## src/rtl/cpd_pkg.sv

```systemverilog
package cpd_pkg;
  localparam int unsigned DATA_W  = 16;
  localparam int unsigned GUARD_W = 2;
  localparam int unsigned ANG_W   = 16;
  localparam int unsigned N_ROT   = 16;
  localparam int unsigned XW      = DATA_W + GUARD_W;
  localparam int unsigned LAT     = N_ROT + 2;

  localparam logic signed [ANG_W-1:0] ANG_PI = {1'b1, {(ANG_W-1){1'b0}}};

  typedef enum logic [1:0] {
    QD_RIGHT = 2'd0,
    QD_UPPER = 2'd1,
    QD_LOWER = 2'd2
  } quad_e;

  typedef struct packed {
    logic                    vld;
    logic                    zero;
    quad_e                   quad;
    logic signed [XW-1:0]    x;
    logic signed [XW-1:0]    y;
    logic signed [ANG_W-1:0] z;
  } cpd_stage_t;

  // arctan(2^-n) scaled so that 2^15 = pi at 16 bits
  function automatic logic signed [ANG_W-1:0] atan_step(int n);
    logic [31:0] v;
    case (n)
      0: v = 32'd8192;  1: v = 32'd4836;  2: v = 32'd2555;  3: v = 32'd1297;
      4: v = 32'd651;   5: v = 32'd326;   6: v = 32'd163;   7: v = 32'd81;
      8: v = 32'd41;    9: v = 32'd20;   10: v = 32'd10;   11: v = 32'd5;
     12: v = 32'd3;    13: v = 32'd1;    14: v = 32'd1;    default: v = 32'd0;
    endcase
    return ANG_W'(v << (ANG_W - 16));
  endfunction
endpackage

```

## src/rtl/cpd_prefold.sv

```systemverilog
module cpd_prefold
  import cpd_pkg::*;
(
  input  logic                     clk_i,
  input  logic                     rst_ni,
  input  logic                     vld_i,
  input  logic signed [DATA_W-1:0] i_i,
  input  logic signed [DATA_W-1:0] q_i,
  output cpd_stage_t               st_o
);
  cpd_stage_t nxt;
  logic signed [XW-1:0] xe, ye;

  always_comb begin
    xe       = XW'(i_i);
    ye       = XW'(q_i);
    nxt      = '0;
    nxt.vld  = vld_i;
    nxt.zero = (i_i == '0) && (q_i == '0);
    if (i_i[DATA_W-1]) begin
      // left half-plane: rotate by pi, fix up at the end
      nxt.x    = -xe;
      nxt.y    = -ye;
      nxt.quad = q_i[DATA_W-1] ? QD_LOWER : QD_UPPER;
    end else begin
      nxt.x    = xe;
      nxt.y    = ye;
      nxt.quad = QD_RIGHT;
    end
  end

  always_ff @(posedge clk_i or negedge rst_ni) begin
    if (!rst_ni) st_o <= '0;
    else         st_o <= nxt;
  end
endmodule

```

## src/rtl/cpd_micro_rot.sv

```systemverilog
module cpd_micro_rot
  import cpd_pkg::*;
#(
  parameter int unsigned STAGE = 0
) (
  input  logic       clk_i,
  input  logic       rst_ni,
  input  cpd_stage_t st_i,
  output cpd_stage_t st_o
);
  localparam logic signed [ANG_W-1:0] ANG = atan_step(int'(STAGE));

  cpd_stage_t nxt;
  logic signed [XW-1:0] xs, ys;

  always_comb begin
    xs  = st_i.x >>> STAGE;
    ys  = st_i.y >>> STAGE;
    nxt = st_i;
    if (!st_i.y[XW-1]) begin
      nxt.x = st_i.x + ys;
      nxt.y = st_i.y - xs;
      nxt.z = st_i.z + ANG;
    end else begin
      nxt.x = st_i.x - ys;
      nxt.y = st_i.y + xs;
      nxt.z = st_i.z - ANG;
    end
  end

  always_ff @(posedge clk_i or negedge rst_ni) begin
    if (!rst_ni) st_o <= '0;
    else         st_o <= nxt;
  end
endmodule

```

## src/rtl/cpd_post.sv

```systemverilog
module cpd_post
  import cpd_pkg::*;
#(
  parameter bit MAG_COMP = 1'b0
) (
  input  cpd_stage_t              st_i,
  output logic signed [ANG_W-1:0] phase_o,
  output logic        [XW-1:0]    mag_o
);
  always_comb begin
    if (st_i.zero) phase_o = '0;
    else begin
      unique case (st_i.quad)
        QD_UPPER: phase_o = st_i.z + ANG_PI;
        QD_LOWER: phase_o = st_i.z - ANG_PI;
        default:  phase_o = st_i.z;
      endcase
    end
  end

  generate
    if (MAG_COMP) begin : g_comp
      // 1/1.6468 ~ 2^-1 + 2^-3 - 2^-6 - 2^-9
      always_comb
        mag_o = (st_i.x >>> 1) + (st_i.x >>> 3) - (st_i.x >>> 6) - (st_i.x >>> 9);
    end else begin : g_raw
      always_comb mag_o = st_i.x;
    end
  endgenerate
endmodule

```

## src/rtl/cpd_vector_phase.sv

```systemverilog
module cpd_vector_phase
  import cpd_pkg::*;
#(
  parameter bit MAG_COMP = 1'b0
) (
  input  logic                     clk_i,
  input  logic                     rst_ni,
  input  logic                     vld_i,
  input  logic signed [DATA_W-1:0] i_a_i,
  input  logic signed [DATA_W-1:0] q_a_i,
  input  logic signed [DATA_W-1:0] i_b_i,
  input  logic signed [DATA_W-1:0] q_b_i,
  output logic                     vld_o,
  output logic signed [ANG_W-1:0]  phase_a_o,
  output logic signed [ANG_W-1:0]  phase_b_o,
  output logic signed [ANG_W-1:0]  phase_diff_o,
  output logic        [XW-1:0]     mag_a_o,
  output logic        [XW-1:0]     mag_b_o
);
  localparam int unsigned N_CH = 2;

  logic signed [DATA_W-1:0] in_i [N_CH];
  logic signed [DATA_W-1:0] in_q [N_CH];
  cpd_stage_t               pipe [N_CH][N_ROT+1];
  logic signed [ANG_W-1:0]  ph   [N_CH];
  logic        [XW-1:0]     mg   [N_CH];

  assign in_i[0] = i_a_i;
  assign in_q[0] = q_a_i;
  assign in_i[1] = i_b_i;
  assign in_q[1] = q_b_i;

  generate
    for (genvar c = 0; c < N_CH; c++) begin : g_ch
      cpd_prefold u_fold (
        .clk_i (clk_i),
        .rst_ni(rst_ni),
        .vld_i (vld_i),
        .i_i   (in_i[c]),
        .q_i   (in_q[c]),
        .st_o  (pipe[c][0])
      );
      for (genvar s = 0; s < N_ROT; s++) begin : g_rot
        cpd_micro_rot #(.STAGE(s)) u_rot (
          .clk_i (clk_i),
          .rst_ni(rst_ni),
          .st_i  (pipe[c][s]),
          .st_o  (pipe[c][s+1])
        );
      end
      cpd_post #(.MAG_COMP(MAG_COMP)) u_post (
        .st_i   (pipe[c][N_ROT]),
        .phase_o(ph[c]),
        .mag_o  (mg[c])
      );
    end
  endgenerate

  always_ff @(posedge clk_i or negedge rst_ni) begin
    if (!rst_ni) begin
      vld_o        <= 1'b0;
      phase_a_o    <= '0;
      phase_b_o    <= '0;
      phase_diff_o <= '0;
      mag_a_o      <= '0;
      mag_b_o      <= '0;
    end else begin
      vld_o        <= pipe[0][N_ROT].vld;
      phase_a_o    <= ph[0];
      phase_b_o    <= ph[1];
      phase_diff_o <= ph[0] - ph[1];
      mag_a_o      <= mg[0];
      mag_b_o      <= mg[1];
    end
  end
endmodule

```

## config.mk

```make
export PLATFORM = sky130hd
export DESIGN_NAME = cpd_vector_phase
export DESIGN_NICKNAME = d
export VERILOG_FILES = /design/src/rtl/cpd_pkg.sv /design/src/rtl/cpd_prefold.sv /design/src/rtl/cpd_micro_rot.sv /design/src/rtl/cpd_post.sv /design/src/rtl/cpd_vector_phase.sv
export SDC_FILE = /design/constraint.sdc
export NUM_CORES = 2
export LEC_CHECK = 0
export BUFFER_PORTS_ARGS = -buffer_cell sky130_fd_sc_hd__buf_2
export CAP_MARGIN = 20
export CORE_UTILIZATION = 43
export DETAILED_ROUTE_END_ITERATION = 8
export GPL_TIMING_DRIVEN = 0
export SYNTH_ARGS = -nofsm -noshare
export SYNTH_HDL_FRONTEND = slang
export SYNTH_SLANG_ARGS = --single-unit
export TNS_END_PERCENT = 5
```

## constraint.sdc

```tcl
create_clock -name clk_i -period 8 [get_ports clk_i]
set_clock_uncertainty 0.2 [all_clocks]
set_input_delay 0.8 -clock clk_i [delete_from_list [all_inputs] [get_ports clk_i]]
set_output_delay 0.8 -clock clk_i [all_outputs]
set_load 0.03 [all_outputs]
```

# Yosys cells after proc, flatten, opt, wreduce, memory -nomap -nowiden
# Index checks and enable logic that the tools add are counted.
dict set report totals {
  register_bits 1904
  inputBits 67
  output_inout_bits 85
  elab_cells 430
}
dict set report classes {
  n_addsub 191
  n_eq_ne 4
  n_mux 40
  n_reduce_logical 6
}
# cell count
set ops {}
lappend ops {{two-way mux 52 bit} 32}
lappend ops {{two-way mux 38 bit} 2}
lappend ops {{adder 18 x 10 -> 18 bit} 4}
lappend ops {{adder 18 x 11 -> 18 bit} 4}
lappend ops {{adder 18 x 12 -> 18 bit} 4}
lappend ops {{adder 18 x 13 -> 18 bit} 4}
lappend ops {{adder 18 x 14 -> 18 bit} 4}
lappend ops {{adder 18 x 15 -> 18 bit} 4}
lappend ops {{adder 18 x 16 -> 18 bit} 4}
lappend ops {{adder 18 x 17 -> 18 bit} 4}
lappend ops {{adder 18 x 3 -> 18 bit} 4}
lappend ops {{adder 18 x 4 -> 18 bit} 4}
lappend ops {{adder 18 x 5 -> 18 bit} 4}
lappend ops {{adder 18 x 6 -> 18 bit} 4}
lappend ops {{adder 18 x 7 -> 18 bit} 4}
lappend ops {{adder 18 x 8 -> 18 bit} 4}
lappend ops {{adder 18 x 9 -> 18 bit} 4}
lappend ops {{negation 16 -> 18 bit} 4}
lappend ops {{subtractor 18 x 10 -> 18 bit} 4}
lappend ops {{subtractor 18 x 11 -> 18 bit} 4}
lappend ops {{subtractor 18 x 12 -> 18 bit} 4}
lappend ops {{subtractor 18 x 13 -> 18 bit} 4}
lappend ops {{subtractor 18 x 14 -> 18 bit} 4}
lappend ops {{subtractor 18 x 15 -> 18 bit} 4}
lappend ops {{47 further kinds} 119}

# Longest topological paths before layout
dict set report logic_depth {
  ltp_word 4
  mapped_depth 17
  depth_no_buf 17
}

# Modules after synthesis
# A second synthesis with hierarchy kept.
dict set report hier_totals {
  hier_cells 14892
  area_unflattened_um2 140725.0
}
# mod instances cells_each area_each_um2 seq_area_each_um2
set modules_own_cells {}
lappend modules_own_cells {{cpd_micro_rot (g_ch[0].g_rot[2].u_rot ...)} 2 498 4491.8 1401.3}
lappend modules_own_cells {{cpd_micro_rot (g_ch[0].g_rot[1].u_rot ...)} 2 484 4440.5 1401.3}
lappend modules_own_cells {{cpd_micro_rot (g_ch[0].g_rot[13].u_rot ...)} 2 469 4290.4 1401.3}
lappend modules_own_cells {{cpd_micro_rot (g_ch[0].g_rot[14].u_rot ...)} 2 409 4032.6 1401.3}
lappend modules_own_cells {{cpd_micro_rot (g_ch[0].g_rot[15].u_rot ...)} 2 314 3291.9 1401.3}
lappend modules_own_cells {{cpd_micro_rot (g_ch[1].g_rot[3].u_rot)} 1 483 4456.8 1401.3}
lappend modules_own_cells {{cpd_micro_rot (g_ch[0].g_rot[8].u_rot)} 1 489 4415.5 1401.3}
lappend modules_own_cells {{cpd_micro_rot (g_ch[0].g_rot[3].u_rot)} 1 483 4413.0 1401.3}
lappend modules_own_cells {{cpd_micro_rot (g_ch[1].g_rot[4].u_rot)} 1 471 4366.7 1401.3}
lappend modules_own_cells {{cpd_micro_rot (g_ch[0].g_rot[4].u_rot)} 1 456 4325.4 1401.3}
lappend modules_own_cells {{cpd_micro_rot (g_ch[0].g_rot[7].u_rot)} 1 483 4320.4 1401.3}
lappend modules_own_cells {{cpd_micro_rot (g_ch[0].g_rot[0].u_rot)} 1 469 4279.1 1376.3}
lappend modules_own_cells {{cpd_micro_rot (g_ch[0].g_rot[12].u_rot)} 1 456 4221.5 1401.3}
lappend modules_own_cells {{cpd_micro_rot (g_ch[0].g_rot[5].u_rot)} 1 454 4219.0 1401.3}
lappend modules_own_cells {{+16 rows} -- -- -- --}

# Least setup slack after synthesis
# OpenSTA, ideal clock, no wires.
dict set report synth_timing {
  kind {reg-to-reg}
  start {register g_ch[0].g_rot[5].u_rot.st_o[33] in the netlist's numbering}
  end {register g_ch[0].g_rot[6].u_rot.st_o[30] in the netlist's numbering}
  setup_time_ns 0.080
  arrival_ns 3.538
  required_ns 7.720
  slack_ns 4.182
  stages_incl_launch_ff 13
  n_path_buf 2
  period_less_slack_ns 3.818
  cell_sequence {dfrtp_1 -> clkbuf_1 -> clkbuf_1 -> mux2_2 -> fa_1 -> a21o_1 -> a21oi_1 -> o21a_1 -> o21ai_0 -> a2111oi_0 -> o31ai_1 -> a21oi_1 -> xnor2_1}
}
# item line
set synth_lines {}
lappend synth_lines {{start, declared} cpd_micro_rot.sv:9} ;# output cpd_stage_t st_o
lappend synth_lines {{start signal, assigned} cpd_micro_rot.sv:33} ;# else st_o <= nxt;
lappend synth_lines {{end signal, assigned} cpd_micro_rot.sv:33}
lappend synth_lines {{end, declared} cpd_micro_rot.sv:9}

==> results.sh <==
export IMPL_status="finished, final reports clean"
export IMPL_crit_type="reg -> reg"
export IMPL_area_delta_synth_final_pct=11.19
export IMPL_rr_worst_depth=12
export IMPL_synth_area_mm2=0.1230
export IMPL_holdWs_ns=0.1290
export IMPL_postSynthAreaPerCell_um2=9.552
export IMPL_cts_tree="yes"
export IMPL_cap_violations=0
export IMPL_worstMarginPinSlew_ns=1.116
export IMPL_cp_required_ns=8.52
export IMPL_final_common_cell="dfrtp_1"
export IMPL_yosysTopAreaCellShare_pct=36.73
export IMPL_antenna_found_initial=3
export IMPL_start_kind="register"
export IMPL_fin_crit_ns=5.081
export IMPL_pin_count=152
export IMPL_path_max_fanout=10
export IMPL_cts_resized=0
export IMPL_grt_pass1_wl_um=445400
export IMPL_wl_per_cell_um=15.62
export IMPL_fmaxAchievable_mhz=196.8
export IMPL_ys_ff_latch=1806
export IMPL_drive_gt1_share_pct=4.909
export IMPL_portBuffers=149
export IMPL_synth_edf_count=0
export IMPL_crit_end="g_ch[1].g_rot[2].u_rot.st_o[49]"
export IMPL_r2r_end="g_ch[1].g_rot[2].u_rot.st_o[49]"
export IMPL_clk_pin_slew_ns=0.06
export IMPL_die_w_um=536.9
export IMPL_fin_util_pct=48.00
export IMPL_yosys_warnings=0
export IMPL_die_area_mm2=0.2883
export IMPL_core_mm2=0.2850
export IMPL_grt_use_total_pct=18.60
export IMPL_slew_viol_final=0
export IMPL_synthCells=12880
export IMPL_clk_path_buf_depth=4
export IMPL_cts_buffers=213
export IMPL_route_detailed_drc=0
export IMPL_hpwl_um=212300
export IMPL_insertion_delay_ns=0.86
export IMPL_startpoint="g_ch[1].g_rot[1].u_rot.st_o[33]"
export IMPL_place_gp_congestion=0.9026
export IMPL_ctsHoldBuffers=70
export IMPL_dpl_worst_slack_ns=2.792
export IMPL_rsz0062_at_grt="false"
export IMPL_hold_class="reg -> reg"
export IMPL_yosys_area_top_type="dfrtp_1"
export IMPL_hold_viol=0
export IMPL_min_path_cells=0
export IMPL_grt_max_degree=168
export IMPL_fin_nets=15038
export IMPL_synth_cell_types=86
export IMPL_firstDrtPassIters=8
export IMPL_avgViaCountPerCell=5.214
export IMPL_drt_total_wl_um=269900
export IMPL_clock_sinks=1806
export IMPL_die_h_um=536.9
export IMPL_fin_tns_setup_ns=0
export IMPL_ant_nets=0
export IMPL_synthArstFlopShare_pct=100.0
export IMPL_rr_startpoint="g_ch[1].g_rot[1].u_rot.st_o[33]"
export IMPL_cp_end_kind="register"
export IMPL_via_count=90057
export IMPL_max_slew_margin_pct=25.38
export IMPL_r2r_slack_ns=2.92
export IMPL_ys_flop_type="dfrtp_1"
export IMPL_post_cts_setup_buffer_count=0
export IMPL_post_route_period_util_pct=63.52
export IMPL_grt_pass1_vias=88620
export IMPL_fin_ws_ns=2.919
export IMPL_crit_arrival_ns=5.61
export IMPL_setup_violations=0
export IMPL_drt_initial_drc_count=4021
export IMPL_yosys_top_cells_area="dfrtp_1 37%, ha_1 16%, xnor2_1 8.7%, a21oi_1 4.6%, xor2_1 3.9%"
export IMPL_mostFrequentLayoutCells="1806 x dfrtp_1, 1545 x ha_1, 1223 x xnor2_1, 1149 x nor2_1, 1139 x a21oi_1"
export IMPL_start_util_pct=43.17
export IMPL_overflow=0
export IMPL_ctsHtreeMaxLevel=4
export IMPL_clockRootBuffer="clkbuf_16"
export IMPL_row_count=196
export IMPL_ys_seq_area_share_pct=36.73
[synthesized netlist by cell type, types with 50 or more instances]
library cell and n:
fa_1 95, xnor2_1 1223, ha_1 1545, a21o_1 391, nor2b_1 207, a21boi_0 50, and3_1 118, nor3_1 404
o31ai_1 72, nor4_1 105, mux2i_1 50, o21ai_0 606, nand3_1 203, clkbuf_1 133, a211oi_1 74, o211ai_1 55
a31oi_1 154, o21bai_1 147, nand4_1 62, inv_1 779, nand2_1 625, o41ai_1 59, o21a_1 191, and2_1 57
xor2_1 542, a21oi_1 1139, nand2b_1 185, nor2_1 1149, or3_1 86, dfrtp_1 1806
[critical path, stage by stage (launching register included)]
cell	delay, ns
dfrtp_1	0.61
clkbuf_1	0.58
buf_1	0.53
mux2i_1	0.43
ha_1	0.30
nor2b_1	0.12
o21ai_0	0.26
a21oi_1	0.15
o41ai_1	0.91
nor2_1	0.12
o21ba_2	0.26
o41a_1	0.31
xor2_1	0.15
[per-layer routing]
layer / global-route usage, % / wire length (um) / vias to the layer above / part of all wire (%)
met4: 6.031 / 8720 / 0 / 3.2
met1: 21.83 / 115500 / 41876 / 43
met2: 34.93 / 138500 / 1172 / 51
met3: 2.069 / 7153 / 493 / 2.7
li1: - / - / 46516 / -
met5: 0 / 0 / - / 0
[area by class of cell]
type                    instances  area, um2
clock buffers                 282       6011
clock inverters               108       1221
well taps                    3762       4707
flip-flops and latches       1806      45190
inverters                     783       2939
repair buffers                233       1802
multi-input cells           10126      74260
diodes                          4      10.01
fillers                     26969     148200
plain buffers                 168      654.4
[kinds of logic after synthesis]
family | after synthesis | synth area share, %
mux | 87 | 0.7454
other cells | 2 | 0.006104
compound gates | 3267 | 16.70
xor+xnor | 1766 | 12.58
flops | 1806 | 36.73
simple gates | 3361 | 13.05
fa+ha+maj | 1640 | 17.26
buf+inv | 951 | 2.921
[worst min path at each step]
stage / from / end / slack [ns]
detailed placement: g_ch[0].u_fold.st_o[55] / g_ch[0].g_rot[0].u_rot.st_o[55] / 0.13
global placement: g_ch[0].g_rot[11].u_rot.st_o[55] / g_ch[0].g_rot[12].u_rot.st_o[55] / 0.13
finish: g_ch[0].g_rot[15].u_rot.st_o[55] / vld_o / 0.13
global route: g_ch[1].g_rot[5].u_rot.st_o[54] / g_ch[1].g_rot[6].u_rot.st_o[54] / 0.15
floorplan: g_ch[0].u_fold.st_o[52] / g_ch[0].g_rot[0].u_rot.st_o[52] / 0.13
CTS: i_b_i[15] / g_ch[1].u_fold.st_o[36] / 0.11
[stage by stage]
step	instance area (um2)	instances
6_report	136800	17272
5_1_grt	136800	17270
4_1_cts	136800	17267
3_5_place_dp	128800	16807
3_3_place_gp	128500	16794
2_1_floorplan	123000	12883
[sequential cells by signal (all words and copies together) (netlist names)]
register               count
g_ch.u_fold.st_o          79
phase_diff_o              16
mag_b_o                   18
vld_o                      1
mag_a_o                   18
phase_a_o                 16
phase_b_o                 16
g_ch.g_rot.u_rot.st_o   1642
Power is left out: the tool's default activity adds up to more than one toggle a clock period on the data nets, which glitch-free logic cannot reach.
